==> src/rtl/bitrot_pkg.sv <==
// Package: shared widths, flag layout and operation codes for the
// rotate/shift/bit unit. Assumes an 8-bit datapath and a 4-bit flag nibble.
package bitrot_pkg;
    parameter int DATA_W = 8;
    localparam int IDX_W  = $clog2(DATA_W);
    localparam int REG_W  = 3;
    localparam int GRP_W  = 2;
    localparam int FLAG_W = 4;
    localparam logic [REG_W-1:0] ACC_REG = '1;

    typedef struct packed {
        logic z;
        logic n;
        logic h;
        logic c;
    } flags_t;

    typedef enum logic [GRP_W-1:0] {
        GRP_SHIFT = 2'b00,
        GRP_TEST  = 2'b01,
        GRP_CLR   = 2'b10,
        GRP_SET   = 2'b11
    } grp_e;

    typedef enum logic [2:0] {
        SH_ROL  = 3'd0,
        SH_ROR  = 3'd1,
        SH_RLC  = 3'd2,
        SH_RRC  = 3'd3,
        SH_ASL  = 3'd4,
        SH_ASR  = 3'd5,
        SH_SWAP = 3'd6,
        SH_LSR  = 3'd7
    } shop_e;
endpackage

==> src/rtl/bitrot_decode.sv <==
// Module: bitrot_decode
// Splits the sub-opcode into group, operation, bit index and register.
// Assumes the accumulator mode only uses sub_op[4:3] and always targets A.
module bitrot_decode
    import bitrot_pkg::*;
(
    input  logic [DATA_W-1:0] sub_op,
    input  logic              acc_mode,
    output grp_e              grp,
    output shop_e             shop,
    output logic [IDX_W-1:0]  bit_idx,
    output logic [REG_W-1:0]  reg_sel,
    output logic              wr_en
);
    // Field extraction; accumulator mode forces the shift group and register A.
    always_comb begin
        bit_idx = sub_op[5:3];
        if (acc_mode) begin
            grp     = GRP_SHIFT;
            shop    = shop_e'({1'b0, sub_op[4:3]});
            reg_sel = ACC_REG;
        end else begin
            grp     = grp_e'(sub_op[7:6]);
            shop    = shop_e'(sub_op[5:3]);
            reg_sel = sub_op[2:0];
        end
        wr_en = (grp != GRP_TEST);
    end
endmodule

==> src/rtl/bitrot_shift.sv <==
// Module: bitrot_shift
// Rotates, shifts and nibble swap with flag generation.
// Assumes acc_mode selects the short accumulator form whose Z is forced low.
module bitrot_shift
    import bitrot_pkg::*;
(
    input  logic [DATA_W-1:0] value,
    input  flags_t            fin,
    input  shop_e             shop,
    input  logic              acc_mode,
    output logic [DATA_W-1:0] res,
    output flags_t            fout
);
    localparam int HALF = DATA_W / 2;
    logic carry;

    // Datapath: compute the shifted value and the bit leaving it.
    always_comb begin
        unique case (shop)
            SH_ROL:  begin res = {value[DATA_W-2:0], value[DATA_W-1]};  carry = value[DATA_W-1]; end
            SH_ROR:  begin res = {value[0], value[DATA_W-1:1]};         carry = value[0];        end
            SH_RLC:  begin res = {value[DATA_W-2:0], fin.c};            carry = value[DATA_W-1]; end
            SH_RRC:  begin res = {fin.c, value[DATA_W-1:1]};            carry = value[0];        end
            SH_ASL:  begin res = {value[DATA_W-2:0], 1'b0};             carry = value[DATA_W-1]; end
            SH_ASR:  begin res = {value[DATA_W-1], value[DATA_W-1:1]};  carry = value[0];        end
            SH_SWAP: begin res = {value[HALF-1:0], value[DATA_W-1:HALF]}; carry = 1'b0;          end
            default: begin res = {1'b0, value[DATA_W-1:1]};             carry = value[0];        end
        endcase
    end

    // Flags: Z from the result except in accumulator mode; N and H cleared.
    always_comb begin
        fout.z = acc_mode ? 1'b0 : (res == '0);
        fout.n = 1'b0;
        fout.h = 1'b0;
        fout.c = carry;
    end
endmodule

==> src/rtl/bitrot_bitop.sv <==
// Module: bitrot_bitop
// Single-bit test, clear and set. Assumes grp is one of the three bit groups
// whenever its outputs are used; otherwise it passes value and flags through.
module bitrot_bitop
    import bitrot_pkg::*;
(
    input  logic [DATA_W-1:0] value,
    input  flags_t            fin,
    input  grp_e              grp,
    input  logic [IDX_W-1:0]  bit_idx,
    output logic [DATA_W-1:0] res,
    output flags_t            fout
);
    logic [DATA_W-1:0] mask;

    // One-hot mask built bit by bit from the index.
    for (genvar i = 0; i < DATA_W; i++) begin : g_mask
        assign mask[i] = (bit_idx == IDX_W'(i));
    end

    // Apply the operation selected by the group.
    always_comb begin
        res  = value;
        fout = fin;
        unique case (grp)
            GRP_TEST: begin
                fout.z = ~|(value & mask);
                fout.n = 1'b0;
                fout.h = 1'b1;
            end
            GRP_CLR:  res = value & ~mask;
            GRP_SET:  res = value | mask;
            default:  ;
        endcase
    end
endmodule

==> src/rtl/bitrot_unit.sv <==
// Module: bitrot_unit (top)
// Combinational execution of the prefixed bit-manipulation opcode space plus
// the accumulator rotates. Assumes the caller supplies the operand read from
// reg_sel and commits result only when wr_en is high.
module bitrot_unit
    import bitrot_pkg::*;
(
    input  logic [7:0] sub_op,
    input  logic [7:0] operand,
    input  logic [3:0] flags_in,
    input  logic       acc_mode,
    output logic [7:0] result,
    output logic [3:0] flags_out,
    output logic       wr_en,
    output logic [2:0] reg_sel
);
    grp_e              grp;
    shop_e             shop;
    logic [IDX_W-1:0]  bit_idx;
    logic [DATA_W-1:0] sh_res, bo_res;
    flags_t            sh_f, bo_f, fin;

    assign fin = flags_t'(flags_in);

    bitrot_decode u_dec (
        .sub_op(sub_op), .acc_mode(acc_mode), .grp(grp), .shop(shop),
        .bit_idx(bit_idx), .reg_sel(reg_sel), .wr_en(wr_en)
    );

    bitrot_shift u_sh (
        .value(operand), .fin(fin), .shop(shop), .acc_mode(acc_mode),
        .res(sh_res), .fout(sh_f)
    );

    bitrot_bitop u_bo (
        .value(operand), .fin(fin), .grp(grp), .bit_idx(bit_idx),
        .res(bo_res), .fout(bo_f)
    );

    // Output select between the shift path and the bit path.
    always_comb begin
        if (grp == GRP_SHIFT) begin
            result    = sh_res;
            flags_out = sh_f;
        end else begin
            result    = bo_res;
            flags_out = bo_f;
        end
    end
endmodule

==> config.mk <==
export PLATFORM = sky130hd
export DESIGN_NAME = bitrot_unit
export DESIGN_NICKNAME = d
export VERILOG_FILES = /design/src/rtl/bitrot_pkg.sv /design/src/rtl/bitrot_decode.sv /design/src/rtl/bitrot_shift.sv /design/src/rtl/bitrot_bitop.sv /design/src/rtl/bitrot_unit.sv
export SDC_FILE = /design/constraint.sdc
export NUM_CORES = 1
export LEC_CHECK = 0
export CORE_UTILIZATION = 30
export DETAILED_ROUTE_END_ITERATION = 7
export DONT_BUFFER_PORTS = 1
export PLACE_DENSITY_LB_ADDON = 0.25
export SLEW_MARGIN = 5
export SYNTH_ARGS = -nofsm -noshare
export SYNTH_HDL_FRONTEND = slang
export SYNTH_SLANG_ARGS = --single-unit
==> constraint.sdc <==
create_clock -name vclk -period 1.7
set_clock_uncertainty 0.15 [all_clocks]
set_input_delay 0.34 -clock vclk [all_inputs]
set_output_delay 0.34 -clock vclk [all_outputs]
set_load 0.02 [all_outputs]
Word-level counts from Yosys, hierarchy flattened
Cells that the tools add are included.
Word-level totals
  register bits after elaboration: 0
  bits in latches: 0
  bits in writable memories: 0
  memory bits (read-only): 0
  input port bits: 21
  output and inout port bits: 16
  logic and storage cells: 38
  memories kept: 0
Cells by class
  add/sub/neg operators: 0
  multipliers: 0
  div/mod/pow operators: 0
  order comparisons: 0
  equal/unequal tests: 17
  shift-type cells: 0
  multiplexer cells: 10
  bitwise logic cells: 4
  reductions and logical operators: 7
Operator list (number)
  $pmux W8 S7: 1
  $eq A3 B3 Y1 const B: 7
  $and A8 B8 Y8: 2
  $pmux W8 S2: 1
  $eq A3 B2 Y1 const B: 4
  $mux W3: 3
  $logic_not A8 Y1: 1
  $mux W8: 1
  $not A8 Y8: 1
  $or A8 B8 Y8: 1
  $reduce_or A8 Y1: 1
  $eq A3 B1 Y1 const B: 2
  $logic_not A3 Y1: 2
  $eq A2 B2 Y1 const B: 2
  $mux W4: 1
  $reduce_or A3 Y1: 1
  $eq A2 B1 Y1 const B: 1
  $logic_not A2 Y1: 1
  $mux W2: 1
  $ne A2 B1 Y1 const B: 1
  $pmux W1 S2: 1
  $logic_not A1 Y1: 1
  $mux W1: 1

Depth between registers and ports, before layout
Gate-level depths: netlist (run 1).
  depth in word-level cells: 6
  gate-level depth with buffers: 6
  mapped depth without buffers: 4

Hierarchy
Synthesis (run 1) repeated with hierarchy kept, for this count alone.
Second synthesis, totals
  cells, all modules: 117
  area, all modules: 982.2 µm²
By module, submodules not included
  bitrot_shift: times used 1, cells each 52, area each 394.1 µm², seq. area each 0.0 µm²
  bitrot_bitop: times used 1, cells each 39, area each 344.1 µm², seq. area each 0.0 µm²
  bitrot_unit: times used 1, cells each 14, area each 152.6 µm², seq. area each 0.0 µm²
  bitrot_decode: times used 1, cells each 12, area each 91.3 µm², seq. area each 0.0 µm²

Least setup slack after synthesis (run 1)
Ideal clock, no wire load.
  path type: input to output
  start: in acc_mode
  end: out flags_out[3]
  data arrival time: 1.683 ns
  data required time: 1.210 ns
  setup slack: -0.473 ns
  stages on the path: 5
  path buffers: 1
  cells stage by stage: nand3b_1 -> buf_6 -> mux2_4 -> o31a_1 -> o41ai_2
Between the ends
  word-level cells in the longest chain between the ends: 6
  elaborated cells between the ends (all ways): 16
  classes of those cells: 7 x eq/ne; 6 x mux; 3 x reduce/logical
Ends and longest elaborated chain
  start: declaration: line bitrot_unit.sv:11  | input logic acc_mode,
  $mux W3: line bitrot_decode.sv:18  | if (acc_mode) begin
  $eq A3 B3 Y1 (tied with other cells): line bitrot_shift.sv:19  | unique case (shop)
  $pmux W8 S7: line bitrot_shift.sv:19
  $logic_not A8 Y1: line bitrot_shift.sv:33  | fout.z = acc_mode ? 1'b0 : (res == '0);
  $mux W1: line bitrot_shift.sv:33
  $mux W4 (*): line bitrot_unit.sv:42  | if (grp == GRP_SHIFT) begin
  end: declaration: line bitrot_unit.sv:13  | output logic [3:0] flags_out,
Every way passes the cells marked *; elsewhere a longest branch is shown, timed or not.

Final worst setup path (run 1)
Same ends and word-level chain as after synthesis.

==> results of run 1 <==
[where the power goes]
part	switching (uW)	internal (uW)
Clock	0	0
Combinational	130	125
Sequential	0	0
Total	130	125
[metrics by stage]
step	cell area [um2]	setup WS [ns]	hold slack (ns)	utilization, %	instances
2_1_floorplan	876	-0.384	0.670	-	104
3_3_place_gp	982	-0.470	0.613	43.2	142
3_5_place_dp	982	-0.522	0.613	43.2	142
4_1_cts	1010	-0.439	0.613	44.5	143
5_1_grt	1010	-0.495	0.615	44.5	143
6_report	1010	-0.437	0.612	44.5	143
[path summary, 6_finish.rpt]
| kind | start | to | cells past startpoint |
|---|---|---|---|
| max | acc_mode | flags_out[3] | 5 |
| min | acc_mode | flags_out[1] | 1 |
[area by class of cell]
type | instances | area share, %
inverters | 2 | 0.742
well taps | 28 | 3.46
repair buffers | 20 | 16.4
multi-input cells | 93 | 79.4
[placed cells by master (no fill, tap or decap), drive strengths merged, types with 3 or more instances in the layout]
cell / instances
buf: 20
mux2i: 9
mux2: 8
o211ai: 7
o21ai: 7
nand2b: 6
nor2: 6
nand2: 5
nand3: 5
a21oi: 5
or2: 3
nor2b: 3
[logic make-up (layout without fill, tap and decap cells)]
family / count (synthesis) / count (layout) / share of synthesized area (%)
and+or+nand+nor: 40 / 40 / 31.5
buffers and inverters: 11 / 22 / 7.11
AOI/OAI and AO/OA: 35 / 35 / 33.5
muxes: 18 / 18 / 27.9
[per-layer routing]
layer	vias to the layer above	routed length (um)	global-route usage, %
met5	-	0	0
met4	0	0	0
met3	0	125	2.63
met2	18	1280	35.9
met1	434	1150	27.2
li1	425	-	-
[what timing repair did]
item                       4_1_cts  5_1_grt
gates resized for setup          7        0
setup endpoints to repair        8       10
buffers inserted                 1        0
pin swaps                        4        1
==> results.md, run 1 <==
* Status: finished, violations left
* Failing checks: setup timing
* GP Congestion at 0.799
* Crit. End Element: output port
* Period utilisation layout at 126%
* Via density at 6.13
* Yosys Warn Count at 0
* Final setup fails at 8
* Critical Path AT at 1.65 ns
* Worst-margin pin slew at 0.449 ns
* Ports at 37
* Total power at 255 uW
* DRT Wirelength at 2.55 mm
* Max stage delay on crit path at 0.36 ns
* CP Max Fanout at 16
* Peak VDD IR at 107 uV
* Unrepaired setup endpoints after global routing: yes
* Hold_buf cts at 0
* ANT cells at 0
* Die Wd at 51.6 um
* Final WS setup at -0.437 ns
* # rows at 17
* Pleak at 0.000434 uW
* Post-synthesis sequential area ratio at 0%
* Die area at 2670 um2
* Crit Path Class: in -> out
* Final sequential cell count at 0
* Top cells by count, synth: 9 x mux2i_1, 7 x o211ai_1, 7 x o21ai_0
* Slew margin rel. at 70.1%
* Gr ovfl total at 0
* Buf+Inv Stages, Crit Path at 1
* Wire length per cell at 17.8 um
* Type of origin of the critical path: primary input
* Power density over the cells at 252 nW/um2
* Core area at 2280 um2
* Top delay family on crit path: compound AO/OA/AOI/OAI gates
* Synth Net Count at 125
* CLK BUF at 0
* Most numerous cell in the Yosys netlist: mux2i_1
* Tightest Hold Check Type: in -> out
* IO buf count at 0
* Slowest cell on the critical path: mux2_4
* Vert. Die Dim at 51.6 um
* Worst path cell trace: nand3b_1 -> mux2_4 -> o31a_1 -> o41ai_4 -> buf_4
* Post-synthesis cell count at 104
* Largest net degree at the start of global routing at 18
* Area Growth Syn to Fin at 36.9%
* Share of layout cells above drive strength 1 at 42.6%
* First-pass GRT wire length at 4.20 mm
* Total GRT Usage at 20.2%
* Number of global-route vias before repair at 833
* Register Area at 0 um2
* Mapped Area at 739 um2
* Synth area leaders: mux2i_1 12%, mux2_2 9.1%, o211ai_1 7.1%, nand2b_1 5.1%, o21ai_0 4.7%
* Synth cell types at 41
* Maxcap violations at 0
* Final Hold Fails at 0
* Average cell area after synthesis at 7.11 um2
* Required @ worst endpoint at 1.21 ns
* Starting Density at 32.5%
* Crit path time final at 2.14 ns
* FMAX at 468 MHz
* Max Transition Viols Final at 0
* Cell taking the most area after synthesis: mux2i_1
* Detailed Place HPWL at 1.92 mm
* Setup_tns at -1.87 ns
* Area share of the largest cell type after synthesis at 12.2%
* Multi-input gate area in the final layout at 803 um2
* Fill cell count at 238
* DRC Markers at 0
* DRT antenna net count at 0
* Initial antenna violation count at 0
* Pre-antenna DRT Iters at 4
* Final Net Count at 138
* Vias at 877
* DRT iter0 DRCs at 14
Power figures use the tool's default switching activity.
==> run 2: changes to the inputs <==
--- a/constraint.sdc
+++ b/constraint.sdc
@@ -4,2 +4,2 @@
 set_output_delay 0.34 -clock vclk [all_outputs]
-set_load 0.02 [all_outputs]
+set_load 0.05 [all_outputs]
==> results.md, run 2 (same netlist as run 1, synthesis figures left out) <==
* Final sequential cell count at 0 (unchanged)
* ANT cells at 0 (unchanged)
* Register Area at 0 um2 (unchanged)
* Final setup fails at 10 (+2)
* DRT antenna net count at 0 (unchanged)
* Final Hold Fails at 0 (unchanged)
* Tightest Hold Check Type: in -> out
* FMAX at 442 MHz (-5.5%)
* Via density at 6.27 (+2.2%)
* Unrepaired setup endpoints after global routing: yes
* Gr ovfl total at 0 (unchanged)
* Commonest non-fill, non-tap cell in the layout: buf_4
* Pre-antenna DRT Iters at 4 (unchanged)
* Die area at 2670 um2 (unchanged)
* Required @ worst endpoint at 1.21 ns (about the same)
* Crit. End Element: output port
* Max stage delay on crit path at 0.38 ns (+0.02 ns)
* Most frequent cells in the layout: 22 x buf_4, 7 x o211ai_1, 6 x mux2i_1, 6 x nand2b_1, 6 x nor2_1
* IO buf count at 0 (unchanged)
* Ports at 37 (unchanged)
* Crit path time final at 2.26 ns (+0.124 ns)
* Buf+Inv Stages, Crit Path at 2 (+1)
* Period utilisation layout at 133% (+7.3 points)
* Fill cell count at 192 (-19%)
* Power density over the cells at 335 nW/um2 (+33%)
* Wire length per cell at 18.2 um (+1.9%)
* Largest net degree at the start of global routing at 18 (unchanged)
* Vert. Die Dim at 51.6 um (unchanged)
* Core area at 2280 um2 (unchanged)
* Total GRT Usage at 22.0% (+1.8 points)
* Failing checks: setup timing
* Maxcap violations at 0 (unchanged)
* Hold_buf cts at 0 (unchanged)
* CLK BUF at 0 (unchanged)
* DRT iter0 DRCs at 13 (-1)
* # rows at 17 (unchanged)
* Slew margin rel. at 67.8% (-2.4 points)
* Critical Path AT at 1.77 ns (+0.12 ns)
* CP Max Fanout at 16 (unchanged)
* Worst-margin pin slew at 0.485 ns (+0.0359 ns)
* Final Net Count at 149 (+8.0%)
* Status: finished, violations left
* Worst path cell trace: nand3b_1 -> buf_4 -> a211oi_1 -> a2bb2oi_1 -> o41ai_4 -> buf_12
* DRT Wirelength at 2.80 mm (+9.8%)
* Initial antenna violation count at 0 (unchanged)
* Starting Density at 32.5% (unchanged)
* Worst Setup Slack post-DPL at -0.542 ns (-0.0203 ns)
* Detailed Place HPWL at 2.04 mm (+6.1%)
* Type of origin of the critical path: primary input
* Vias at 965 (+10%)
* Die Wd at 51.6 um (unchanged)
* GP Congestion at 0.890 (+11%)
* Share of layout cells above drive strength 1 at 55.6% (+13 points)
* Number of global-route vias before repair at 945 (+13%)
* Slowest cell on the critical path: o41ai_4
* Top delay family on crit path: compound AO/OA/AOI/OAI gates
* Area Growth Syn to Fin at 73.6%
* Crit Path Class: in -> out
* First-pass GRT wire length at 4.55 mm (+8.4%)
* Peak VDD IR at 178 uV (+67%)
* DRC Markers at 0 (unchanged)
* Final WS setup at -0.560 ns (-0.124 ns)
* WHS at 0.660 ns (+0.0479 ns)
* Max Transition Viols Final at 0 (unchanged)
* Pleak at 0.000519 uW (+20%)
## run 2: cell types whose count changed in the layout (fill, tap and decap cells not counted), moves of 2 or more
cell | previous run | this run
o21ai_2 | 5 | 2
mux2i_2 | 0 | 2
a21oi_4 | 0 | 2
o21ai_4 | 0 | 4
a21oi_1 | 2 | 0
buf_12 | 1 | 4
mux2i_1 | 9 | 6
a311oi_1 | 2 | 0
buf_4 | 18 | 22
buf_6 | 1 | 5
## run 2: through the flow
stage                     util, %  instance area (um2)  total power [uW]  std cells  TNS (ns)
after detailed placement     50.9                 1160               394        149     -2.58
after global routing         56.4                 1280               451        154     -3.15
final                        56.4                 1280               430        154     -2.73
after global placement       50.9                 1160               391        149     -2.35
after CTS                    55.9                 1270               426        154     -2.61
after floorplan                 -                 1000               338        104     -1.59
## run 2: routing by layer
metal | global-route usage [%] | share of wire, % | vias to the layer above
li1 | - | - | 449
met1 | 29.3 | 41 | 472
met2 | 37.4 | 51 | 40
met3 | 4.97 | 7.7 | 4
met4 | 1.35 | 0.89 | 0
met5 | 0 | 0 | -
## run 2: path summary, 6_finish.rpt
| path | startpoint | to | slack, ns | cells past startpoint |
|---|---|---|---|---|
| worst max-delay path | acc_mode | flags_out[3] | -0.56 | 6 |
| worst min-delay path | acc_mode | result[7] | 0.66 | 1 |
## run 2: layout make-up
class / instances / area [um2] / area share (%)
well taps: 28 / 35.0 / 2.73
inverters: 2 / 7.51 / 0.585
repair buffers: 31 / 302 / 23.5
multi-input cells: 93 / 940 / 73.2
## run 2: power breakdown
group | switching, uW | internal, uW | total (uW)
Clock | 0 | 0 | 0
Combinational | 239 | 191 | 430
Sequential | 0 | 0 | 0
Total | 239 | 191 | 430
## run 2: what timing repair did
action	CTS	global route
setup buffers	6	0
gates resized for setup	15	3
endpoints found under the setup margin	10	10
pin swaps	11	5
cloned	0	0
